<file path="src/rtl/spi_ee_pkg.sv">
package spi_ee_pkg;
  localparam int BYTE_W = 8;
  localparam int ADDR_W = 9;
  localparam int CNT_W  = $clog2(BYTE_W);

  localparam logic [2:0] OPL_WRSR  = 3'b001;
  localparam logic [2:0] OPL_WRITE = 3'b010;
  localparam logic [2:0] OPL_READ  = 3'b011;
  localparam logic [2:0] OPL_WRDI  = 3'b100;
  localparam logic [2:0] OPL_RDSR  = 3'b101;
  localparam logic [2:0] OPL_WREN  = 3'b110;

  typedef enum logic [2:0] {
    ST_CMD, ST_ADDR, ST_RDATA, ST_SOUT, ST_WDATA, ST_SRIN, ST_SRFULL, ST_WAIT
  } eeState_t;

  typedef struct packed {
    logic shiftIn;
    logic addrLoad;
    logic addrHi;
    logic addrInc;
    logic loadMem;
    logic loadStat;
    logic shiftOut;
    logic outEn;
    logic outDis;
    logic srLoad;
  } dpStrobe_t;
endpackage

</file>
<file path="src/rtl/spi_ee_dp.sv">
module spi_ee_dp
  import spi_ee_pkg::*;
#(
  parameter int SYNC_STAGES = 1
) (
  input  logic              clk,
  input  logic              rstN,
  input  logic              sclk,
  input  logic              csN,
  input  logic              mosi,
  input  dpStrobe_t         strobe,
  input  logic [BYTE_W-1:0] memRdata,
  input  logic [BYTE_W-1:0] statusIn,
  output logic              sclkRise,
  output logic              sclkFall,
  output logic              selActive,
  output logic              csRise,
  output logic [BYTE_W-1:0] inByte,
  output logic [ADDR_W-1:0] addr,
  output logic              miso,
  output logic              misoEn,
  output logic [BYTE_W-1:0] srData
);
  localparam int LAST = SYNC_STAGES - 1;

  logic [2:0]        pipe [SYNC_STAGES];
  logic              prevSclk, prevCs;
  logic [BYTE_W-1:0] inShift, outShift, srQ;
  logic [ADDR_W-1:0] addrQ;
  logic              misoQ, misoEnQ;

  always_ff @(posedge clk or negedge rstN) begin
    if (!rstN) begin
      for (int i = 0; i < SYNC_STAGES; i++) pipe[i] <= 3'b010;
      prevSclk <= 1'b0;
      prevCs   <= 1'b1;
    end else begin
      pipe[0] <= {sclk, csN, mosi};
      for (int i = 1; i < SYNC_STAGES; i++) pipe[i] <= pipe[i-1];
      prevSclk <= pipe[LAST][2];
      prevCs   <= pipe[LAST][1];
    end
  end

  assign sclkRise  = pipe[LAST][2] & ~prevSclk;
  assign sclkFall  = ~pipe[LAST][2] & prevSclk;
  assign selActive = ~pipe[LAST][1];
  assign csRise    = pipe[LAST][1] & ~prevCs;
  assign inByte    = {inShift[BYTE_W-2:0], pipe[LAST][0]};

  // input shifter and status-write capture
  always_ff @(posedge clk or negedge rstN) begin
    if (!rstN) begin
      inShift <= '0;
      srQ     <= '0;
    end else begin
      if (strobe.shiftIn) inShift <= inByte;
      if (strobe.srLoad)  srQ     <= inByte;
    end
  end

  // address counter, 9 bits, natural wrap
  always_ff @(posedge clk or negedge rstN) begin
    if (!rstN) begin
      addrQ <= '0;
    end else if (strobe.addrLoad) begin
      addrQ <= {strobe.addrHi, inByte};
    end else if (strobe.addrInc) begin
      addrQ <= addrQ + 1'b1;
    end
  end

  // output shifter and enable
  always_ff @(posedge clk or negedge rstN) begin
    if (!rstN) begin
      outShift <= '0;
      misoQ    <= 1'b0;
      misoEnQ  <= 1'b0;
    end else begin
      if (strobe.loadMem) begin
        outShift <= memRdata;
      end else if (strobe.loadStat) begin
        outShift <= statusIn;
      end else if (strobe.shiftOut) begin
        outShift <= {outShift[BYTE_W-2:0], 1'b0};
      end
      if (strobe.shiftOut) misoQ <= outShift[BYTE_W-1];
      if (strobe.outDis) begin
        misoEnQ <= 1'b0;
        misoQ   <= 1'b0;
      end else if (strobe.outEn) begin
        misoEnQ <= 1'b1;
      end
    end
  end

  assign addr   = addrQ;
  assign miso   = misoQ;
  assign misoEn = misoEnQ;
  assign srData = srQ;

  AST_ADDR_STEP: assert property (@(posedge clk) disable iff (!rstN)
    (strobe.addrInc && !strobe.addrLoad) |=> addrQ == ADDR_W'($past(addrQ) + 1'b1));

  AST_EN_ON_DRIVE: assert property (@(posedge clk) disable iff (!rstN)
    $rose(misoEnQ) |-> $past(strobe.shiftOut));
endmodule

</file>
<file path="src/rtl/spi_ee_ctrl.sv">
module spi_ee_ctrl
  import spi_ee_pkg::*;
(
  input  logic              clk,
  input  logic              rstN,
  input  logic              sclkRise,
  input  logic              sclkFall,
  input  logic              selActive,
  input  logic              csRise,
  input  logic [BYTE_W-1:0] inByte,
  output dpStrobe_t         strobe,
  output logic              wrenReq,
  output logic              wrdiReq,
  output logic              wrsrReq,
  output logic              wrByteValid
);
  localparam logic [CNT_W-1:0] LAST_BIT = CNT_W'(BYTE_W - 1);

  eeState_t         state, stateN;
  logic [CNT_W-1:0] bitCnt, bitCntN, outCnt, outCntN;
  logic             needLoad, needLoadN, isRead, isReadN, pageHi, pageHiN;
  logic             byteDone, opValid;

  assign byteDone = sclkRise && (bitCnt == LAST_BIT);
  assign opValid  = (inByte[BYTE_W-1:4] == '0);

  always_comb begin
    strobe      = '0;
    wrenReq     = 1'b0;
    wrdiReq     = 1'b0;
    wrsrReq     = 1'b0;
    wrByteValid = 1'b0;
    stateN      = state;
    bitCntN     = bitCnt;
    outCntN     = outCnt;
    needLoadN   = needLoad;
    isReadN     = isRead;
    pageHiN     = pageHi;
    if (!selActive) begin
      stateN        = ST_CMD;
      bitCntN       = '0;
      outCntN       = '0;
      needLoadN     = 1'b0;
      strobe.outDis = 1'b1;
      if (csRise && state == ST_SRFULL) wrsrReq = 1'b1;
    end else begin
      if (sclkRise) bitCntN = bitCnt + 1'b1;
      unique case (state)
        ST_CMD: begin
          strobe.shiftIn = sclkRise;
          if (byteDone) begin
            stateN = ST_WAIT;
            if (opValid) begin
              case (inByte[2:0])
                OPL_WREN: wrenReq = 1'b1;
                OPL_WRDI: wrdiReq = 1'b1;
                OPL_RDSR: begin
                  strobe.loadStat = 1'b1;
                  stateN          = ST_SOUT;
                end
                OPL_WRSR: stateN = ST_SRIN;
                OPL_READ, OPL_WRITE: begin
                  isReadN = inByte[0];
                  pageHiN = inByte[3];
                  stateN  = ST_ADDR;
                end
                default: stateN = ST_WAIT;
              endcase
            end
          end
        end
        ST_ADDR: begin
          strobe.shiftIn = sclkRise;
          if (byteDone) begin
            strobe.addrLoad = 1'b1;
            strobe.addrHi   = pageHi;
            stateN          = isRead ? ST_RDATA : ST_WDATA;
            needLoadN       = isRead;
          end
        end
        ST_RDATA: begin
          if (needLoad) begin
            strobe.loadMem = 1'b1;
            needLoadN      = 1'b0;
          end
          if (sclkFall) begin
            strobe.shiftOut = 1'b1;
            strobe.outEn    = 1'b1;
            outCntN         = outCnt + 1'b1;
            if (outCnt == LAST_BIT) begin
              strobe.addrInc = 1'b1;
              needLoadN      = 1'b1;
            end
          end
        end
        ST_SOUT: begin
          if (sclkFall) begin
            strobe.shiftOut = 1'b1;
            strobe.outEn    = 1'b1;
          end
          if (byteDone) begin
            strobe.outDis = 1'b1;
            stateN        = ST_WAIT;
          end
        end
        ST_WDATA: begin
          strobe.shiftIn = sclkRise;
          if (byteDone) begin
            wrByteValid    = 1'b1;
            strobe.addrInc = 1'b1;
          end
        end
        ST_SRIN: begin
          strobe.shiftIn = sclkRise;
          if (byteDone) begin
            strobe.srLoad = 1'b1;
            stateN        = ST_SRFULL;
          end
        end
        ST_SRFULL: if (sclkRise) stateN = ST_WAIT;
        ST_WAIT: ;
        default: stateN = ST_WAIT;
      endcase
    end
  end

  always_ff @(posedge clk or negedge rstN) begin
    if (!rstN) begin
      state    <= ST_CMD;
      bitCnt   <= '0;
      outCnt   <= '0;
      needLoad <= 1'b0;
      isRead   <= 1'b0;
      pageHi   <= 1'b0;
    end else begin
      state    <= stateN;
      bitCnt   <= bitCntN;
      outCnt   <= outCntN;
      needLoad <= needLoadN;
      isRead   <= isReadN;
      pageHi   <= pageHiN;
    end
  end

  AST_REQ_ONEHOT: assert property (@(posedge clk) disable iff (!rstN)
    $onehot0({wrenReq, wrdiReq, wrsrReq, wrByteValid}));

  AST_WAIT_STICKY: assert property (@(posedge clk) disable iff (!rstN)
    (state == ST_WAIT && selActive) |=> (state == ST_WAIT || !selActive));

  AST_DESEL_RESTART: assert property (@(posedge clk) disable iff (!rstN)
    !selActive |=> (state == ST_CMD && bitCnt == '0));

  AST_WRSR_ON_DESEL: assert property (@(posedge clk) disable iff (!rstN)
    wrsrReq |-> $past(selActive));
endmodule

</file>
<file path="src/rtl/spi_ee_front.sv">
module spi_ee_front
  import spi_ee_pkg::*;
#(
  parameter int SYNC_STAGES = 1
) (
  input  logic              clk,
  input  logic              rstN,
  input  logic              sclk,
  input  logic              csN,
  input  logic              mosi,
  output logic              miso,
  output logic              misoEn,
  output logic [ADDR_W-1:0] memAddr,
  output logic              memRd,
  input  logic [BYTE_W-1:0] memRdata,
  input  logic [BYTE_W-1:0] statusIn,
  output logic              wrenReq,
  output logic              wrdiReq,
  output logic              wrsrReq,
  output logic [BYTE_W-1:0] wrsrData,
  output logic              wrByteValid,
  output logic [ADDR_W-1:0] wrByteAddr,
  output logic [BYTE_W-1:0] wrByteData
);
  dpStrobe_t         strobe;
  logic              sclkRise, sclkFall, selActive, csRise;
  logic [BYTE_W-1:0] inByte;
  logic [ADDR_W-1:0] addr;

  spi_ee_ctrl ctrl_i (
    .clk(clk), .rstN(rstN), .sclkRise(sclkRise), .sclkFall(sclkFall),
    .selActive(selActive), .csRise(csRise), .inByte(inByte), .strobe(strobe),
    .wrenReq(wrenReq), .wrdiReq(wrdiReq), .wrsrReq(wrsrReq),
    .wrByteValid(wrByteValid)
  );

  spi_ee_dp #(.SYNC_STAGES(SYNC_STAGES)) dp_i (
    .clk(clk), .rstN(rstN), .sclk(sclk), .csN(csN), .mosi(mosi),
    .strobe(strobe), .memRdata(memRdata), .statusIn(statusIn),
    .sclkRise(sclkRise), .sclkFall(sclkFall), .selActive(selActive),
    .csRise(csRise), .inByte(inByte), .addr(addr), .miso(miso),
    .misoEn(misoEn), .srData(wrsrData)
  );

  assign memAddr    = addr;
  assign memRd      = strobe.loadMem;
  assign wrByteAddr = addr;
  assign wrByteData = inByte;

  AST_DESEL_HIZ: assert property (@(posedge clk) disable iff (!rstN)
    !selActive |=> !misoEn);

  AST_FETCH_NOT_WRITE: assert property (@(posedge clk) disable iff (!rstN)
    $onehot0({memRd, wrByteValid, wrsrReq}));
endmodule

</file>
<file path="config.mk">
export PLATFORM = sky130hd
export DESIGN_NAME = spi_ee_front
export DESIGN_NICKNAME = d
export VERILOG_FILES = /design/src/rtl/spi_ee_pkg.sv /design/src/rtl/spi_ee_dp.sv /design/src/rtl/spi_ee_ctrl.sv /design/src/rtl/spi_ee_front.sv
export SDC_FILE = /design/constraint.sdc
export NUM_CORES = 1
export LEC_CHECK = 0
export BUFFER_PORTS_ARGS = -buffer_cell sky130_fd_sc_hd__buf_4
export CAP_MARGIN = 0
export CORE_AREA = 2 2 71 73
export DETAILED_ROUTE_END_ITERATION = 8
export DIE_AREA = 0 0 73 75
export PLACE_DENSITY = 0.85
export SLEW_MARGIN = 30
export SYNTH_ARGS = -nofsm -noshare
export SYNTH_HDL_FRONTEND = slang
export SYNTH_SLANG_ARGS = --single-unit
</file>
<file path="constraint.sdc">
create_clock -name clk -period 5.3 [get_ports clk]
set_input_delay 0.53 -clock clk [delete_from_list [all_inputs] [get_ports clk]]
set_output_delay 0.53 -clock clk [all_outputs]
set_load 0.02 [all_outputs]
</file>
* After elaboration in Yosys (flattened, before gate mapping)
Cells that the tools add are included.
** Word-level totals
- Flip-flop bits (word level) :: 51
- Input port bits :: 21
- Output and inout bits :: 41
- Logic and storage cells :: 125
** Cells by class
- Add/subtract/negate cells :: 3
- Eq/ne operators :: 19
- Mux-type cells :: 61
- Bitwise gates (word level) :: 7
- Reduce and logical (&&, ||, !) cells :: 20
** Operators with widths (number)
- $mux 3 :: 13
- $mux 1 :: 34
- $mux 8 :: 4
- $eq 3x3->1 const B :: 8
- $mux 9 :: 2
- $ne 3x1->1 const B :: 5
- $pmux 3 s5 :: 1
- $eq 3x2->1 const B :: 4
- $reduce_bool 2->1 :: 6
- $add 9x1->9 const B :: 1
- $pmux 3 s3 :: 1
- $mux 2 :: 4
- $add 3x1->3 const B :: 2
- $eq 3x1->1 const B :: 2
- $reduce_and 6->1 :: 1
- $reduce_bool 3->1 :: 2
- $reduce_bool 6->1 :: 1
- $reduce_and 5->1 :: 1
- $logic_not 4->1 :: 1
- $not 1->1 :: 4
- $pmux 1 s2 :: 2
- $reduce_and 2->1 :: 2
- $reduce_or 2->1 :: 2
- $reduce_or 4->1 :: 1
- other kinds (3) :: 6

* Logic depth before layout (Yosys ltp)
- Word-level depth :: 9
- Depth in mapped cells :: 10
- Gate-level depth less buffers :: 7

* Modules after synthesis
From an unflattened synthesis, not the netlist that was laid out.
** Second synthesis, totals
- Cells, all modules :: 260
- Area, all modules :: 2732.6 µm²
** By module, submodules not included
- spi_ee_dp :: instances 1, cells an instance 147, area an instance 1741.7 µm², sequential area each 978.4 µm²
- spi_ee_ctrl :: instances 1, cells an instance 104, area an instance 923.4 µm², sequential area each 300.3 µm²
- spi_ee_front :: instances 1, cells an instance 9, area an instance 67.6 µm², sequential area each 0.0 µm²

* Worst setup path before layout
OpenSTA, ideal clock, no wires.
- Path type :: reg-to-output
- From :: register ctrl_i.bitCnt[0]
- To :: output wrdiReq
- Arrival :: 1.825 ns
- Required time :: 4.770 ns
- Path slack :: 2.945 ns
- Cell stages (with the launch flop) :: 7
- Path through :: dfrtp_1 -> ha_1 -> ha_1 -> and3b_1 -> buf_2 -> nand4_1 -> nor4b_1
** On the way
- Cells in the longest elaborated chain, start to end :: 5
** RTL lines
- start: declaration :: RTL line spi_ee_ctrl.sv:20 : logic [CNT_W-1:0] bitCnt, bitCntN, outCnt, outCntN;
- start signal: assignment :: RTL line spi_ee_ctrl.sv:137 : bitCnt <= bitCntN;
- $eq 3x3->1 :: RTL line spi_ee_ctrl.sv:24 : assign byteDone = sclkRise && (bitCnt == LAST_BIT);
- $logic_and 1x1->1 :: RTL line spi_ee_ctrl.sv:24
- $mux 1 :: RTL line spi_ee_ctrl.sv:51 : if (byteDone) begin
- $mux 1 :: RTL line spi_ee_ctrl.sv:48 : unique case (state)
- $mux 1 :: RTL line spi_ee_ctrl.sv:39 : if (!selActive) begin
- end: declaration :: RTL line spi_ee_front.sv:18 : output logic wrdiReq,
Every way passes these cells.

* Worst setup path in the final report
Ends and elaborated chain as after synthesis.

==> results_dict.tcl <==
set metrics [dict create \
    syn_nets 268 \
    route.met2.wl_microns 2560 \
    cts_tree "built" \
    num_antenna_cells 0 \
    grt_pass1_wl_microns 8720 \
    start_util_pct 57.0 \
    setup_viol_count_final 0 \
    htreeDepth 2 \
    clock-sinks 51 \
    gp_congestion 0.801 \
    vias_per_cell 5.82 \
    ant_nets 0 \
    clockBufferDepth 2 \
    grt_max_degree 52 \
    yosysUniqueCellTypes 51 \
    max_freq_mhz 391 \
    grt_pass1_vias 1902 \
    synthCells 242 \
    ctsResizeCount 0 \
    fill_cells 353 \
    combPwrFrac_pct 15.2 \
    crit_arrival_ns 2.03 \
    core-area_sq_um 4660 \
    worstMarginPinSlew_ns 0.623 \
    clkPwrFrac_pct 33.9 \
    synthFlopType "dfrtp_1" \
    route.met3.wl_microns 311 \
    die_area_sq_um 5480 \
    wl_per_cell_microns 15.4 \
    crit_path_start_kind "register" \
    holdCritPathClass "in2async" \
    cts_setup_buffers 0 \
    syn2layout_area_growth_pct 19.9 \
    yosysSeqAreaShare_pct 48.2 \
    vdd_drop_max_mv 0.263 \
    seqPwrFrac_pct 50.9 \
    pin_count 62 \
    crit_required_ns 4.77 \
    dieWidth_microns 73 \
    pre_cts_ws_ns 3.09 \
    highest_layer "met4" \
    max-slew-margin-rel_pct 58.4 \
    path_max_fanout 7 \
    ys_seq_elements 51 \
    die_h_microns 75 \
    p_int_w 0.000671 \
    grt_antenna_before_repair 0 \
    hold_viol 0 \
    ctsHoldBuffers 0 \
    placementRows 25 \
    skew_ns 0.00949 \
    crit_type "reg2out" \
    period_needed_ns 2.56 \
    wl_met1_microns 2330 \
    root_buffer "clkbuf_8" \
    fin_nets 313 \
    leakage_nw 1.50 \
    drive_gt1_share_pct 31.9 \
    vias 1991 \
    drc 0 \
    fin_hold_ws_ns 0.226 \
    grt_usage_pct 20.7 \
    place_area_sq_um 3050 \
    swShare_pct 27.3 \
    rr_worst_depth 7 \
    drv_cap 0 \
    finalCritPeriodShare_pct 48.3 \
    tns_ns 0 \
    firstDrtPassIters 4 \
    io_buffers 61 \
    dp_hpwl_microns 3750 \
    drtIter0Drc 108 \
    grt_overflow_total 0 \
    cts-buffers-inserted 5 \
    synth_area_sq_um 2660 \
    fin_ws_ns 2.74 \
    status "completed" \
    async_flop_share_pct 100 \
    clkLatencyLatePin_ns 0.31 \
    rsz0062_at_grt "no" \
    placedCellCount 334 \
    totalWireLength_microns 5280 \
    clk_pin_slew_worst_paths_ns 0.09 \
    drv_slew 0 \
    yosysWarnings 0 \
    end_kind "primary output" \
    power-per-cell-area_nw_per_um2 290 \
    synth_edf_count 0 \
    switching_power_w 0.000251 \
    syn_avg_cell_area_sq_um 11.0 \
    instances_no_fill 342 \
    design_area_sq_um 3180 \
]
==> cell usage after synthesis (2+ instances only) <==
| master | n | share of area, % |
|---|---|---|
| nand2b_1 | 3 | 0.71 |
| xnor2_1 | 7 | 2.3 |
| a21oi_1 | 15 | 2.8 |
| and3b_1 | 2 | 0.66 |
| mux2i_1 | 12 | 4.5 |
| nand3b_1 | 4 | 1.1 |
| buf_2 | 7 | 1.3 |
| nor3_1 | 2 | 0.38 |
| inv_1 | 2 | 0.28 |
| ha_1 | 5 | 2.4 |
| mux2_2 | 11 | 4.7 |
| mux2_1 | 6 | 2.5 |
| o21ai_1 | 10 | 1.9 |
| nor2b_1 | 3 | 0.71 |
| or3_1 | 2 | 0.47 |
| a2111oi_2 | 3 | 1.7 |
| nand2_1 | 10 | 1.4 |
| nor4b_1 | 2 | 0.66 |
| a22oi_1 | 8 | 2.3 |
| a211oi_1 | 2 | 0.57 |
| nand3_1 | 8 | 1.5 |
| nor2_1 | 20 | 2.8 |
| nand4_1 | 3 | 0.71 |
| a31oi_1 | 2 | 0.47 |
| xor2_1 | 2 | 0.66 |
| dfstp_2 | 2 | 2.0 |
| dfrtp_1 | 49 | 46 |
| nor4_1 | 2 | 0.47 |
| buf_4 | 10 | 2.8 |
| a311oi_1 | 2 | 0.66 |
| clkbuf_1 | 5 | 0.71 |
| nand4b_1 | 2 | 0.66 |
==> cell usage in the layout (no fill, tap or decap), types with 2 or more instances in the layout <==
master | Yosys | routed
mux2i_1 | 12 | 12
nor2b_1 | 3 | 3
nand3b_1 | 4 | 4
nor4_1 | 2 | 2
a22oi_1 | 8 | 8
or3_1 | 2 | 2
xor2_1 | 2 | 2
nand4_1 | 3 | 3
dfrtp_1 | 49 | 49
o21ai_1 | 10 | 10
a311oi_1 | 2 | 2
nor4b_1 | 2 | 2
nand4b_1 | 2 | 2
buf_4 | 10 | 61
a31oi_1 | 2 | 2
mux2_1 | 6 | 6
bufinv_16 | 0 | 2
xnor2_1 | 7 | 7
mux2_2 | 11 | 11
a2111oi_2 | 3 | 3
nand2_1 | 10 | 10
a21oi_1 | 15 | 15
nand2b_1 | 3 | 3
a211oi_1 | 2 | 2
nand3_1 | 8 | 8
nor2_1 | 20 | 20
clkbuf_8 | 0 | 5
and3b_1 | 2 | 2
dfstp_2 | 2 | 2
nor3_1 | 2 | 2
inv_1 | 2 | 2
ha_1 | 5 | 5
==> sequential cells by signal, summed over array words and instances (netlist names) <==
| register | count |
|---|---|
| dp_i.addr | 9 |
| dp_i.outShift | 8 |
| dp_i.srData | 8 |
| dp_i.inShift | 7 |
| ctrl_i.bitCnt | 3 |
| ctrl_i.outCnt | 3 |
| ctrl_i.state | 3 |
| dp_i.pipe | 3 |
| ctrl_i.isRead | 1 |
| ctrl_i.needLoad | 1 |
| ctrl_i.pageHi | 1 |
| dp_i.miso | 1 |
| dp_i.misoEn | 1 |
| dp_i.prevCs | 1 |
| dp_i.prevSclk | 1 |
==> worst paths after layout <==
path / slack (ns) / to / startpoint
setup / recovery: 2.74 / wrdiReq / ctrl_i.bitCnt[0]$_DFFE_PN0P_
hold reg to reg: 0.49 / dp_i.prevSclk$_DFF_PN0_ / dp_i.pipe[2]$_DFF_PN0_
setup reg to reg: 3.06 / dp_i.addr[0]$_DFFE_PN0P_ / ctrl_i.bitCnt[0]$_DFFE_PN0P_
max in group asynchronous: 4.64 / dp_i.outShift[0]$_DFFE_PN0P_ / rstN
min in group clk: 0.32 / dp_i.pipe[0]$_DFF_PN0_ / mosi
hold / removal: 0.23 / dp_i.srData[7]$_DFFE_PN0P_ / rstN
==> cell families (layout without fill, tap and decap cells) <==
kind of cell               Yosys count  after routing  share of synthesized area (%)
AOI/OAI and AO/OA                   50             50                           12.9
xor gates and xnor gates             9              9                           2.97
adders and majority gates            5              5                           2.36
buffers and inverters               26             72                           5.42
DFF                                 51             51                           48.2
muxes                               29             29                           11.7
and+or+nand+nor                     72             72                           16.5
==> per-stage QoR <==
step           total power [W]  utilization, %
4_1_cts               0.000930            68.3
3_5_place_dp          0.000615            65.4
6_report              0.000923            68.3
3_3_place_gp          0.000611            65.4
5_1_grt               0.000959            68.3
2_1_floorplan         0.000537               -
==> power groups by stage <==
| stage | Sequential, W | Clock, W | Combinational (W) |
|---|---|---|---|
| 2_1_floorplan | 0.000479 | 0 | 0.0000573 |
| 3_3_place_gp | 0.000472 | 0 | 0.000139 |
| 3_5_place_dp | 0.000473 | 0 | 0.000142 |
| 4_1_cts | 0.000468 | 0.000320 | 0.000142 |
| 5_1_grt | 0.000474 | 0.000335 | 0.000149 |
| 6_report | 0.000470 | 0.000313 | 0.000140 |
==> metal layers <==
layer  global-route usage (%)  vias to the layer above
met2                     34.3                       69
met5                        0                        -
met3                     4.95                        7
met1                     27.2                      953
li1                         -                      962
met4                     6.79                        0
==> critical path: stages, from the launching register on <==
cell,delay [ns]
dfrtp_1,0.37
ha_1,0.16
ha_1,0.17
and3b_1,0.30
nand4_1,0.18
nor4b_1,0.34
buf_4,0.21
==> area by class of cell <==
cell class	count	area, sq um	share of cell area, %
clock inverter	3	67.6	2.12
clock buffer	5	68.8	2.16
tap	54	67.6	2.12
timing repair buffer	61	458	14.4
multi-input combinational	165	1230	38.7
sequential	51	1280	40.2
inverter	3	11.3	0.354
Power figures use the tool's default switching activity.
